### src/rtl/eep_i2c_pkg.sv
package eep_i2c_pkg;

    localparam int          BYTE_W   = 8;
    localparam logic [3:0]  DEV_CODE = 4'b1010;

    typedef enum logic [3:0] {
        ST_IDLE,
        ST_CTRL,
        ST_CTRL_ACK,
        ST_ADDR,
        ST_ADDR_ACK,
        ST_WDATA,
        ST_WDATA_ACK,
        ST_RDATA,
        ST_RACK,
        ST_IGNORE
    } slv_state_e;

endpackage

### src/rtl/i2cs_line_filter.sv
module i2cs_line_filter #(
    parameter int SYNC_STAGES = 2,
    parameter int MAJ_TAPS    = 3
) (
    input  logic clk,
    input  logic rst_n,
    input  logic raw_i,
    output logic filt_o
);
    localparam int HALF = MAJ_TAPS / 2;

    logic [SYNC_STAGES-1:0] sync_q;
    logic [MAJ_TAPS-1:0]    win_q;

    always_ff @(posedge clk or negedge rst_n) begin
        if (!rst_n) begin
            sync_q <= '1;
            win_q  <= '1;
            filt_o <= 1'b1;
        end else begin
            sync_q <= {sync_q[SYNC_STAGES-2:0], raw_i};
            win_q  <= {win_q[MAJ_TAPS-2:0], sync_q[SYNC_STAGES-1]};
            filt_o <= ($countones(win_q) > HALF);
        end
    end
endmodule

### src/rtl/i2cs_bus_events.sv
module i2cs_bus_events (
    input  logic clk,
    input  logic rst_n,
    input  logic scl_f,
    input  logic sda_f,
    output logic scl_rise,
    output logic scl_fall,
    output logic start_ev,
    output logic stop_ev
);
    logic scl_q, sda_q;

    always_ff @(posedge clk or negedge rst_n) begin
        if (!rst_n) begin
            scl_q <= 1'b1;
            sda_q <= 1'b1;
        end else begin
            scl_q <= scl_f;
            sda_q <= sda_f;
        end
    end

    assign scl_rise = scl_f & ~scl_q;
    assign scl_fall = ~scl_f & scl_q;
    assign start_ev = scl_f & scl_q & sda_q & ~sda_f;
    assign stop_ev  = scl_f & scl_q & ~sda_q & sda_f;
endmodule

### src/rtl/i2cs_hold_timer.sv
module i2cs_hold_timer #(
    parameter int HOLD_CYC = 4
) (
    input  logic clk,
    input  logic rst_n,
    input  logic scl_lvl,
    output logic upd_ok
);
    localparam int             CW  = $clog2(HOLD_CYC + 2);
    localparam logic [CW-1:0]  LIM = CW'(HOLD_CYC);

    logic [CW-1:0] low_cnt;

    always_ff @(posedge clk or negedge rst_n) begin
        if (!rst_n)              low_cnt <= '0;
        else if (scl_lvl)        low_cnt <= '0;
        else if (low_cnt != LIM) low_cnt <= low_cnt + 1'b1;
    end

    assign upd_ok = !scl_lvl && (low_cnt == LIM);
endmodule

### src/rtl/eep_i2c_slave.sv
module eep_i2c_slave
    import eep_i2c_pkg::*;
#(
    parameter int HOLD_CYC    = 4,
    parameter int SYNC_STAGES = 2,
    parameter int MAJ_TAPS    = 3
) (
    input  logic              clk,
    input  logic              rst_n,
    input  logic              scl_i,
    input  logic              sda_i,
    output logic              sda_oe,
    input  logic              cs_check_en,
    input  logic [2:0]        cs_strap,
    input  logic              wr_busy,
    output logic [BYTE_W-1:0] rd_addr,
    input  logic [BYTE_W-1:0] rd_data,
    output logic              wr_stb,
    output logic [BYTE_W-1:0] wr_addr,
    output logic [BYTE_W-1:0] wr_data,
    output logic              wr_end
);
    // Conditioned bus lines: index 0 = SCL, index 1 = SDA
    logic [1:0] raw_lines, filt_lines;
    logic       scl_f, sda_f;
    assign raw_lines = {sda_i, scl_i};

    for (genvar g = 0; g < 2; g++) begin : g_line
        i2cs_line_filter #(.SYNC_STAGES(SYNC_STAGES), .MAJ_TAPS(MAJ_TAPS)) u_filt (
            .clk(clk), .rst_n(rst_n), .raw_i(raw_lines[g]), .filt_o(filt_lines[g]));
    end
    assign scl_f = filt_lines[0];
    assign sda_f = filt_lines[1];

    logic scl_rise, scl_fall, start_ev, stop_ev, upd_ok;

    i2cs_bus_events u_evt (
        .clk(clk), .rst_n(rst_n), .scl_f(scl_f), .sda_f(sda_f),
        .scl_rise(scl_rise), .scl_fall(scl_fall), .start_ev(start_ev), .stop_ev(stop_ev));

    i2cs_hold_timer #(.HOLD_CYC(HOLD_CYC)) u_hold (
        .clk(clk), .rst_n(rst_n), .scl_lvl(scl_f), .upd_ok(upd_ok));

    slv_state_e        state_q, state_n;
    logic [BYTE_W-1:0] shreg, tx_q, ptr_q;
    logic [2:0]        bitcnt;
    logic              byte_full, rw_q, mst_ack, wr_pend, oe_want;
    logic              ctrl_hit, done_fall;

    assign ctrl_hit  = (shreg[7:4] == DEV_CODE) && !wr_busy &&
                       (!cs_check_en || (shreg[3:1] == cs_strap));
    assign done_fall = scl_fall && byte_full;
    assign rd_addr   = ptr_q;

    // State register
    always_ff @(posedge clk or negedge rst_n) begin
        if (!rst_n) state_q <= ST_IDLE;
        else        state_q <= state_n;
    end

    // Next-state logic
    always_comb begin
        state_n = state_q;
        if (start_ev)     state_n = ST_CTRL;
        else if (stop_ev) state_n = ST_IDLE;
        else begin
            unique case (state_q)
                ST_CTRL:      if (done_fall) state_n = ctrl_hit ? ST_CTRL_ACK : ST_IGNORE;
                ST_ADDR:      if (done_fall) state_n = wr_busy ? ST_IGNORE : ST_ADDR_ACK;
                ST_WDATA:     if (done_fall) state_n = wr_busy ? ST_IGNORE : ST_WDATA_ACK;
                ST_CTRL_ACK:  if (scl_fall)  state_n = rw_q ? ST_RDATA : ST_ADDR;
                ST_ADDR_ACK,
                ST_WDATA_ACK: if (scl_fall)  state_n = ST_WDATA;
                ST_RDATA:     if (done_fall) state_n = ST_RACK;
                ST_RACK:      if (scl_fall)  state_n = mst_ack ? ST_RDATA : ST_IGNORE;
                ST_IDLE,
                ST_IGNORE:    state_n = state_q;
                default:      state_n = ST_IDLE;
            endcase
        end
    end

    // Output decode: which level the slave wants on SDA
    always_comb begin
        unique case (state_q)
            ST_CTRL_ACK, ST_ADDR_ACK, ST_WDATA_ACK: oe_want = 1'b1;
            ST_RDATA:                               oe_want = ~tx_q[7];
            default:                                oe_want = 1'b0;
        endcase
    end

    always_ff @(posedge clk or negedge rst_n) begin
        if (!rst_n)      sda_oe <= 1'b0;
        else if (upd_ok) sda_oe <= oe_want;
    end

    // Byte datapath
    always_ff @(posedge clk or negedge rst_n) begin
        if (!rst_n) begin
            shreg <= '0; tx_q <= '1; ptr_q <= '0; bitcnt <= '0;
            byte_full <= 1'b0; rw_q <= 1'b0; mst_ack <= 1'b0; wr_pend <= 1'b0;
            wr_stb <= 1'b0; wr_end <= 1'b0; wr_addr <= '0; wr_data <= '0;
        end else begin
            wr_stb <= 1'b0;
            wr_end <= 1'b0;
            if (start_ev || stop_ev) begin
                bitcnt    <= '0;
                byte_full <= 1'b0;
                wr_end    <= wr_pend;
                wr_pend   <= 1'b0;
            end else if (scl_rise) begin
                unique case (state_q)
                    ST_CTRL, ST_ADDR, ST_WDATA: begin
                        shreg     <= {shreg[6:0], sda_f};
                        bitcnt    <= bitcnt + 3'd1;
                        byte_full <= (bitcnt == 3'd7);
                    end
                    ST_RDATA: begin
                        bitcnt    <= bitcnt + 3'd1;
                        byte_full <= (bitcnt == 3'd7);
                    end
                    ST_RACK: mst_ack <= ~sda_f;
                    default: ;
                endcase
            end else if (scl_fall) begin
                unique case (state_q)
                    ST_CTRL: if (byte_full) begin
                        byte_full <= 1'b0;
                        rw_q      <= shreg[0];
                    end
                    ST_ADDR: if (byte_full) begin
                        byte_full <= 1'b0;
                        if (!wr_busy) ptr_q <= shreg;
                    end
                    ST_WDATA: if (byte_full) begin
                        byte_full <= 1'b0;
                        if (!wr_busy) begin
                            wr_stb  <= 1'b1;
                            wr_addr <= ptr_q;
                            wr_data <= shreg;
                            ptr_q   <= ptr_q + 1'b1;
                            wr_pend <= 1'b1;
                        end
                    end
                    ST_CTRL_ACK: begin
                        bitcnt <= '0;
                        if (rw_q) tx_q <= rd_data;
                    end
                    ST_ADDR_ACK, ST_WDATA_ACK: bitcnt <= '0;
                    ST_RDATA: if (byte_full) begin
                        byte_full <= 1'b0;
                        ptr_q     <= ptr_q + 1'b1;
                    end else begin
                        tx_q <= {tx_q[6:0], 1'b1};
                    end
                    ST_RACK: begin
                        bitcnt <= '0;
                        if (mst_ack) tx_q <= rd_data;
                    end
                    default: ;
                endcase
            end
        end
    end
endmodule

### config.mk
export PLATFORM = sky130hd
export DESIGN_NAME = eep_i2c_slave
export DESIGN_NICKNAME = d
export VERILOG_FILES = /design/src/rtl/eep_i2c_pkg.sv /design/src/rtl/i2cs_line_filter.sv /design/src/rtl/i2cs_bus_events.sv /design/src/rtl/i2cs_hold_timer.sv /design/src/rtl/eep_i2c_slave.sv
export SDC_FILE = /design/constraint.sdc
export NUM_CORES = 1
export LEC_CHECK = 0
export BUFFER_PORTS_ARGS = -buffer_cell sky130_fd_sc_hd__buf_4
export CAP_MARGIN = 25
export CORE_ASPECT_RATIO = 1.4
export CORE_MARGIN = 3
export CORE_UTILIZATION = 56
export CTS_CLUSTER_SIZE = 25
export DETAILED_ROUTE_END_ITERATION = 10
export PLACE_DENSITY = 0.77
export SKIP_LAST_GASP = 1
export SLEW_MARGIN = 20
export SYNTH_ARGS = -nofsm -noshare
export SYNTH_HDL_FRONTEND = slang
export SYNTH_SLANG_ARGS = --single-unit
### constraint.sdc
create_clock -name clk -period 5.8 [get_ports clk]
set_input_delay 1.16 -clock clk [delete_from_list [all_inputs] [get_ports clk]]
set_output_delay 1.16 -clock clk [all_outputs]
set_load 0.005 [all_outputs]
==> results.json, run 1 <==
{
  "outcome": "finished clean",
  "grt_pass1_wl_mm": 12.0,
  "die_h_um": 99.8,
  "ir_drop_v": 0.000206,
  "rows": 33,
  "syn_inst": 295,
  "holdBufCountCts": 0,
  "clock_latency_ns": 0.35,
  "worst-setup-path-type": "reg2reg",
  "grt_pass1_vias": 2464,
  "overflow": 0,
  "initial_core_util_pct": 58.8,
  "p_int_w": 0.000792,
  "routedWlPerCell_um": 17.5,
  "syn_area_sq_um": 3520,
  "cts.htree.levels": 3,
  "power.density_nw_per_um2": 283,
  "worstPathCellList": "inv_1 > ha_1 > nand3b_1 > a21oi_1 > and2_1 > mux2_2",
  "first_iter_violations": 169,
  "pwr-share-clk_pct": 32.9,
  "use_met3_pct": 3.51,
  "maxCapViolCount": 0,
  "maxSlewHeadroom_pct": 34.0,
  "r2r_cells": 6,
  "grt_usage_pct": 21.2,
  "critPathSlowestCell": "and2_1",
  "max_stage_delay_ns": 0.90,
  "synth.area.top_cells": "dfrtp_1 35%, dfstp_2 16%, mux2_2 10%, ha_1 3.6%, mux2_4 3.4%",
  "max_freq_mhz": 318,
  "fp.dieW_um": 73.0,
  "syn-num-nets": 322,
  "p_switching_w": 0.000342,
  "cts_setup_buffers": 0,
  "final_layout_size_suffix_gt1_share_pct": 37.9,
  "fin_tns_setup_ns": 0,
  "end_kind": "register",
  "synth_top_flop_cell": "dfrtp_1",
  "clockBufferDepth": 2,
  "min_period_over_period_pct": 54.2,
  "met1_usage_pct": 27.1,
  "cts_tree": "built",
  "cts.sinks": 71,
  "numCtsBuffers": 9,
  "swShare_pct": 30.1,
  "tightest_slew_ns": 0.991,
  "reg2reg_from": "u_evt.scl_q",
  "fin_crit_ns": 3.15,
  "synth_top_area_cell": "dfrtp_1",
  "first_pass_iters": 4,
  "cp_max_fo": 18,
  "power.sequential.fraction_pct": 54.1,
  "core_sq_um": 5990,
  "finalHoldViolations": 0,
  "fin_nets": 360,
  "r2r-end": "wr_data[5]",
  "ys_seq_area_share_pct": 51.3,
  "finalMaxSlewViolations": 0,
  "fin_skew_ns": 0.0119,
  "vias": 2514,
  "antenna_left": 0,
  "crit_arrival_ns": 3.38,
  "synth_warnings": 0,
  "clk_pin_slew_ns": 0.08,
  "holdPathEnd": "g_line[1].u_filt.win_q[0]",
  "synth_edf_count": 0,
  "synth-seq-cells": 71,
  "min_from": "g_line[1].u_filt.sync_q[1]",
  "routed_wirelength_mm": 7.15,
  "diodes": 0,
  "rsz0062_at_grt": "no",
  "power_w": 0.00113,
  "cts_root_buf": "clkbuf_8",
  "cts.repair.resized": 0,
  "place_hpwl_mm": 4.86,
  "cp-start-kind": "register",
  "synth_common_cells": "49 x dfrtp_1, 32 x mux2_2, 22 x dfstp_2",
  "holdPathStages": 0,
  "setup-violations-final": 0,
  "async_flop_share_pct": 100,
  "die_area_sq_um": 7280,
  "synth.most_common_cell": "dfrtp_1",
  "area_delta_synth_final_pct": 13.8,
  "drcViolationCount": 0,
  "worst-r2r-setup-slack_ns": 2.65,
  "pin_count": 44,
  "grt_use_met2_pct": 33.9,
  "hold_class": "reg2reg",
  "yosysUniqueCellTypes": 57,
  "synth_top_area_share_pct": 34.9,
  "busiest_layer": "met2",
  "grt_max_degree": 72,
  "port_buffers": 43,
  "worstPathRequired_ns": 6.03,
  "leakage_nw": 1.82,
  "avgViaCountPerCell": 6.16,
  "place.gp.congestion": 0.884,
  "p_comb_share_pct": 13.0,
  "antenna_found_initial": 0,
  "synth.avg_cell_area_sq_um": 11.9
}
-- cell type report --
cell class	instances	area, sq um
fill	482	1980
sequential	71	1800
multi-input combinational	197	1570
timing repair buffer	43	323
clock buffer	9	124
tap	70	87.6
clock inverter	7	60.1
inverter	11	41.3
-- logic make-up (layout without fill, tap and decap cells) --
group           after synthesis  in the layout  share of synthesized area (%)
fa+ha+maj                    10             10                           3.56
mux                          41             41                           13.9
compound gates               65             65                           13.1
flops                        71             71                           51.3
buf+inv                      27             70                           4.23
simple gates                 75             75                           12.2
xor+xnor                      6              6                           1.71
-- critical path, delay by kind of cell, from the launching register on --
family	cells	cell delay, ns
AO/OA/AOI/OAI	1	0.71
multiplexers	1	0.42
buffers and inverters	1	0.04
adder cells (fa/ha/maj)	1	0.23
flip-flops	1	0.55
AND/OR/NAND/NOR	2	1.08
-- routing by layer --
metal | vias to the layer above | wire length (um)
li1 | 1156 | -
met1 | 1236 | 2940
met2 | 100 | 3670
met3 | 22 | 335
met4 | 0 | 202
met5 | - | 0
-- worst max-delay path by stage --
| stage | startpoint | endpoint | slack (ns) | cells after the start |
|---|---|---|---|---|
| after floorplan | wr_busy | wr_addr[6] | 3.61 | 5 |
| after global placement | u_evt.scl_q | wr_data[5] | 2.78 | 6 |
| after detailed placement | u_evt.scl_q | wr_data[5] | 2.71 | 6 |
| after CTS | u_evt.scl_q | wr_data[5] | 2.67 | 6 |
| after global routing | u_evt.scl_q | wr_addr[1] | 2.47 | 6 |
| final | u_evt.scl_q | wr_data[5] | 2.65 | 6 |
-- cell usage in the layout, fill, tap and decap left out, types with 5 or more instances in the layout --
| cell | instances |
|---|---|
| nand2b_1 | 6 |
| ha_1 | 10 |
| nand3b_1 | 5 |
| a31oi_1 | 6 |
| nand3_1 | 11 |
| inv_1 | 11 |
| dfstp_2 | 22 |
| clkbuf_8 | 9 |
| nor2_1 | 8 |
| o21ai_0 | 10 |
| a21oi_1 | 13 |
| mux2_4 | 8 |
| nand4_1 | 6 |
| mux2_2 | 32 |
| dfrtp_1 | 49 |
| nand2_1 | 15 |
| buf_4 | 43 |
-- registers in the layout, indices dropped and copies added (netlist names), 4 cells and up --
signal	count
g_line.u_filt.sync_q	4
g_line.u_filt.win_q	6
rd_addr	8
shreg	8
state_q	4
tx_q	8
wr_addr	8
wr_data	8
-- per-stage QoR --
stage | area (sq um) | setup WS [ns] | instances | util [%] | hold slack (ns)
final | 4010 | 2.65 | 408 | 66.9 | 0.359
after detailed placement | 3820 | 2.71 | 392 | 63.8 | 0.348
after floorplan | 3520 | 3.61 | 295 | - | 0.345
after CTS | 4010 | 2.67 | 408 | 66.9 | 0.361
after global placement | 3820 | 2.78 | 392 | 63.8 | 0.345
after global routing | 4010 | 2.47 | 408 | 66.9 | 0.362
-- power by group through the flow --
| stage | Combinational [W] | Clock [W] | Sequential, W |
|---|---|---|---|
| after floorplan | 0.000112 | 0 | 0.000596 |
| after global placement | 0.000142 | 0 | 0.000619 |
| after detailed placement | 0.000150 | 0 | 0.000623 |
| after CTS | 0.000151 | 0.000383 | 0.000613 |
| after global routing | 0.000167 | 0.000401 | 0.000620 |
| final | 0.000148 | 0.000373 | 0.000613 |
Note: power is estimated with default switching activity, not from simulation.
==> run 2: changes to the inputs <==
clock period = 3.1 ns   (was 5.8 ns; I/O delays follow)
==> run 2 against run 1 <==
Net effect: flip-flop and latch count is the same; via count shrank 2.1%; largest cell class unchanged; combinational power grew 87%; setup slack lost 2.0 ns; register-to-register slack lost 2.0 ns; critical endpoint is now wr_data[6]; cell count grew 1.2%.
==> results.json, run 2 (same netlist as run 1, synthesis figures left out) <==
{
  "outcome": "finished clean",
  "overflow": 0,
  "fin_skew_ns": 0.00884,
  "max_freq_mhz": 407,
  "fin_nets": 365,
  "reg2reg_from": "u_evt.scl_q",
  "placed_area_sq_um": 3860,
  "area_delta_synth_final_pct": 16.0,
  "antenna_found_initial": 0,
  "grt_pass1_wl_mm": 12.4,
  "worstPathRequired_ns": 3.34,
  "maxSlewHeadroom_pct": 43.2,
  "initial_core_util_pct": 58.8,
  "fin_crit_ns": 2.46,
  "grt_pass1_vias": 2467,
  "cp_max_fo": 15,
  "cts.repair.resized": 0,
  "final_area_sq_um": 4080,
  "antenna_left": 0,
  "finalHoldViolations": 0,
  "numCtsBuffers": 9,
  "vias": 2460,
  "r2r-end": "wr_data[6]",
  "grt_max_degree": 72,
  "rsz0062_at_grt": "no",
  "core_sq_um": 5990,
  "first_pass_iters": 4,
  "grt_usage_pct": 21.9,
  "holdBufCountCts": 0,
  "port_buffers": 43,
  "rows": 33,
  "diodes": 0,
  "end_kind": "register",
  "min_from": "g_line[1].u_filt.sync_q[1]",
  "final_cell_mix": "49 x dfrtp_1, 48 x buf_4, 32 x mux2_2, 22 x dfstp_2, 15 x nand2_1",
  "place_inst": 397,
  "fp.dieW_um": 73.0,
  "maxCapViolCount": 0,
  "routedWlPerCell_um": 17.6,
  "worst-setup-path-type": "reg2reg",
  "place.gp.congestion": 0.900,
  "cts_root_buf": "clkbuf_8",
  "timing.hold.ws_ns": 0.358,
  "final_layout_size_suffix_gt1_share_pct": 38.8,
  "holdPathEnd": "g_line[1].u_filt.win_q[0]",
  "cts_tree": "built",
  "clock_latency_ns": 0.36,
  "first_iter_violations": 275,
  "final_core_util_pct": 68.2,
  "cts.htree.levels": 3,
  "pin_count": 44,
  "power.density_nw_per_um2": 548,
  "drcViolationCount": 0,
  "avgViaCountPerCell": 5.96,
  "cts.sinks": 71,
  "layout_commonest_cell": "dfrtp_1",
  "die_area_sq_um": 7280,
  "worst-r2r-setup-slack_ns": 0.64,
  "setup-violations-final": 0,
  "cts_setup_buffers": 0,
  "holdPathStages": 0,
  "r2r_cells": 8,
  "fin_tns_setup_ns": 0,
  "ir_drop_v": 0.000532,
  "clockBufferDepth": 2,
  "leakage_nw": 1.86,
  "clk_pin_slew_ns": 0.08,
  "routed_wirelength_mm": 7.26,
  "cp-start-kind": "register",
  "die_h_um": 99.8,
  "finalMaxSlewViolations": 0,
  "place_hpwl_mm": 4.86,
  "min_period_over_period_pct": 79.2,
  "crit_arrival_ns": 2.70,
  "tightest_slew_ns": 0.852,
  "layout.cells.non_filler": 413,
  "hold_class": "reg2reg"
}
[run 2: worst max path at each step]
stage,from,end,slack [ns],cells past startpoint
after floorplan,u_evt.scl_q,wr_addr[6],1.17,8
after detailed placement,u_evt.scl_q,wr_data[6],0.72,8
after global routing,u_evt.scl_q,wr_addr[1],0.53,8
after CTS,u_evt.scl_q,wr_data[6],0.68,8
after global placement,u_evt.scl_q,wr_data[5],0.78,8
final,u_evt.scl_q,wr_data[6],0.64,8
[run 2: final cells by class]
| cell class | count | area, sq um |
|---|---|---|
| fill | 447 | 1910 |
| sequential | 71 | 1800 |
| multi-input combinational | 197 | 1570 |
| timing repair buffer | 48 | 360 |
| clock buffer | 10 | 149 |
| tap | 70 | 87.6 |
| clock inverter | 6 | 72.6 |
| inverter | 11 | 41.3 |
[run 2: per-layer routing]
layer / vias up / global-route usage (%) / wire [um]
li1: 1169 / - / -
met1: 1200 / 28.1 / 3080
met2: 80 / 35.8 / 3750
met3: 11 / 5.31 / 294
met4: 0 / 7.81 / 125
met5: - / 0 / 0
[run 2: stage by stage]
| stage | setup slack [ns] | total power (W) |
|---|---|---|
| 6_report | 0.644 | 0.00224 |
| 4_1_cts | 0.683 | 0.00226 |
| 3_3_place_gp | 0.780 | 0.00142 |
| 5_1_grt | 0.526 | 0.00235 |
| 3_5_place_dp | 0.716 | 0.00144 |
| 2_1_floorplan | 1.17 | 0.00132 |
[run 2: power by group]
part | switching, W | internal, W | leakage [nW]
Clock | 0.000383 | 0.000430 | 0.109
Combinational | 0.000129 | 0.000148 | 0.869
Sequential | 0.000120 | 0.00103 | 0.886
[run 2: worst max-delay path: stages, from the launching register on]
cell and delay, ns:
dfstp_2 0.55, inv_1 0.05, ha_1 0.24, nand3b_1 0.18, a21oi_1 0.16, buf_4 0.21
and2_1 0.27, buf_4 0.31, mux2_2 0.37
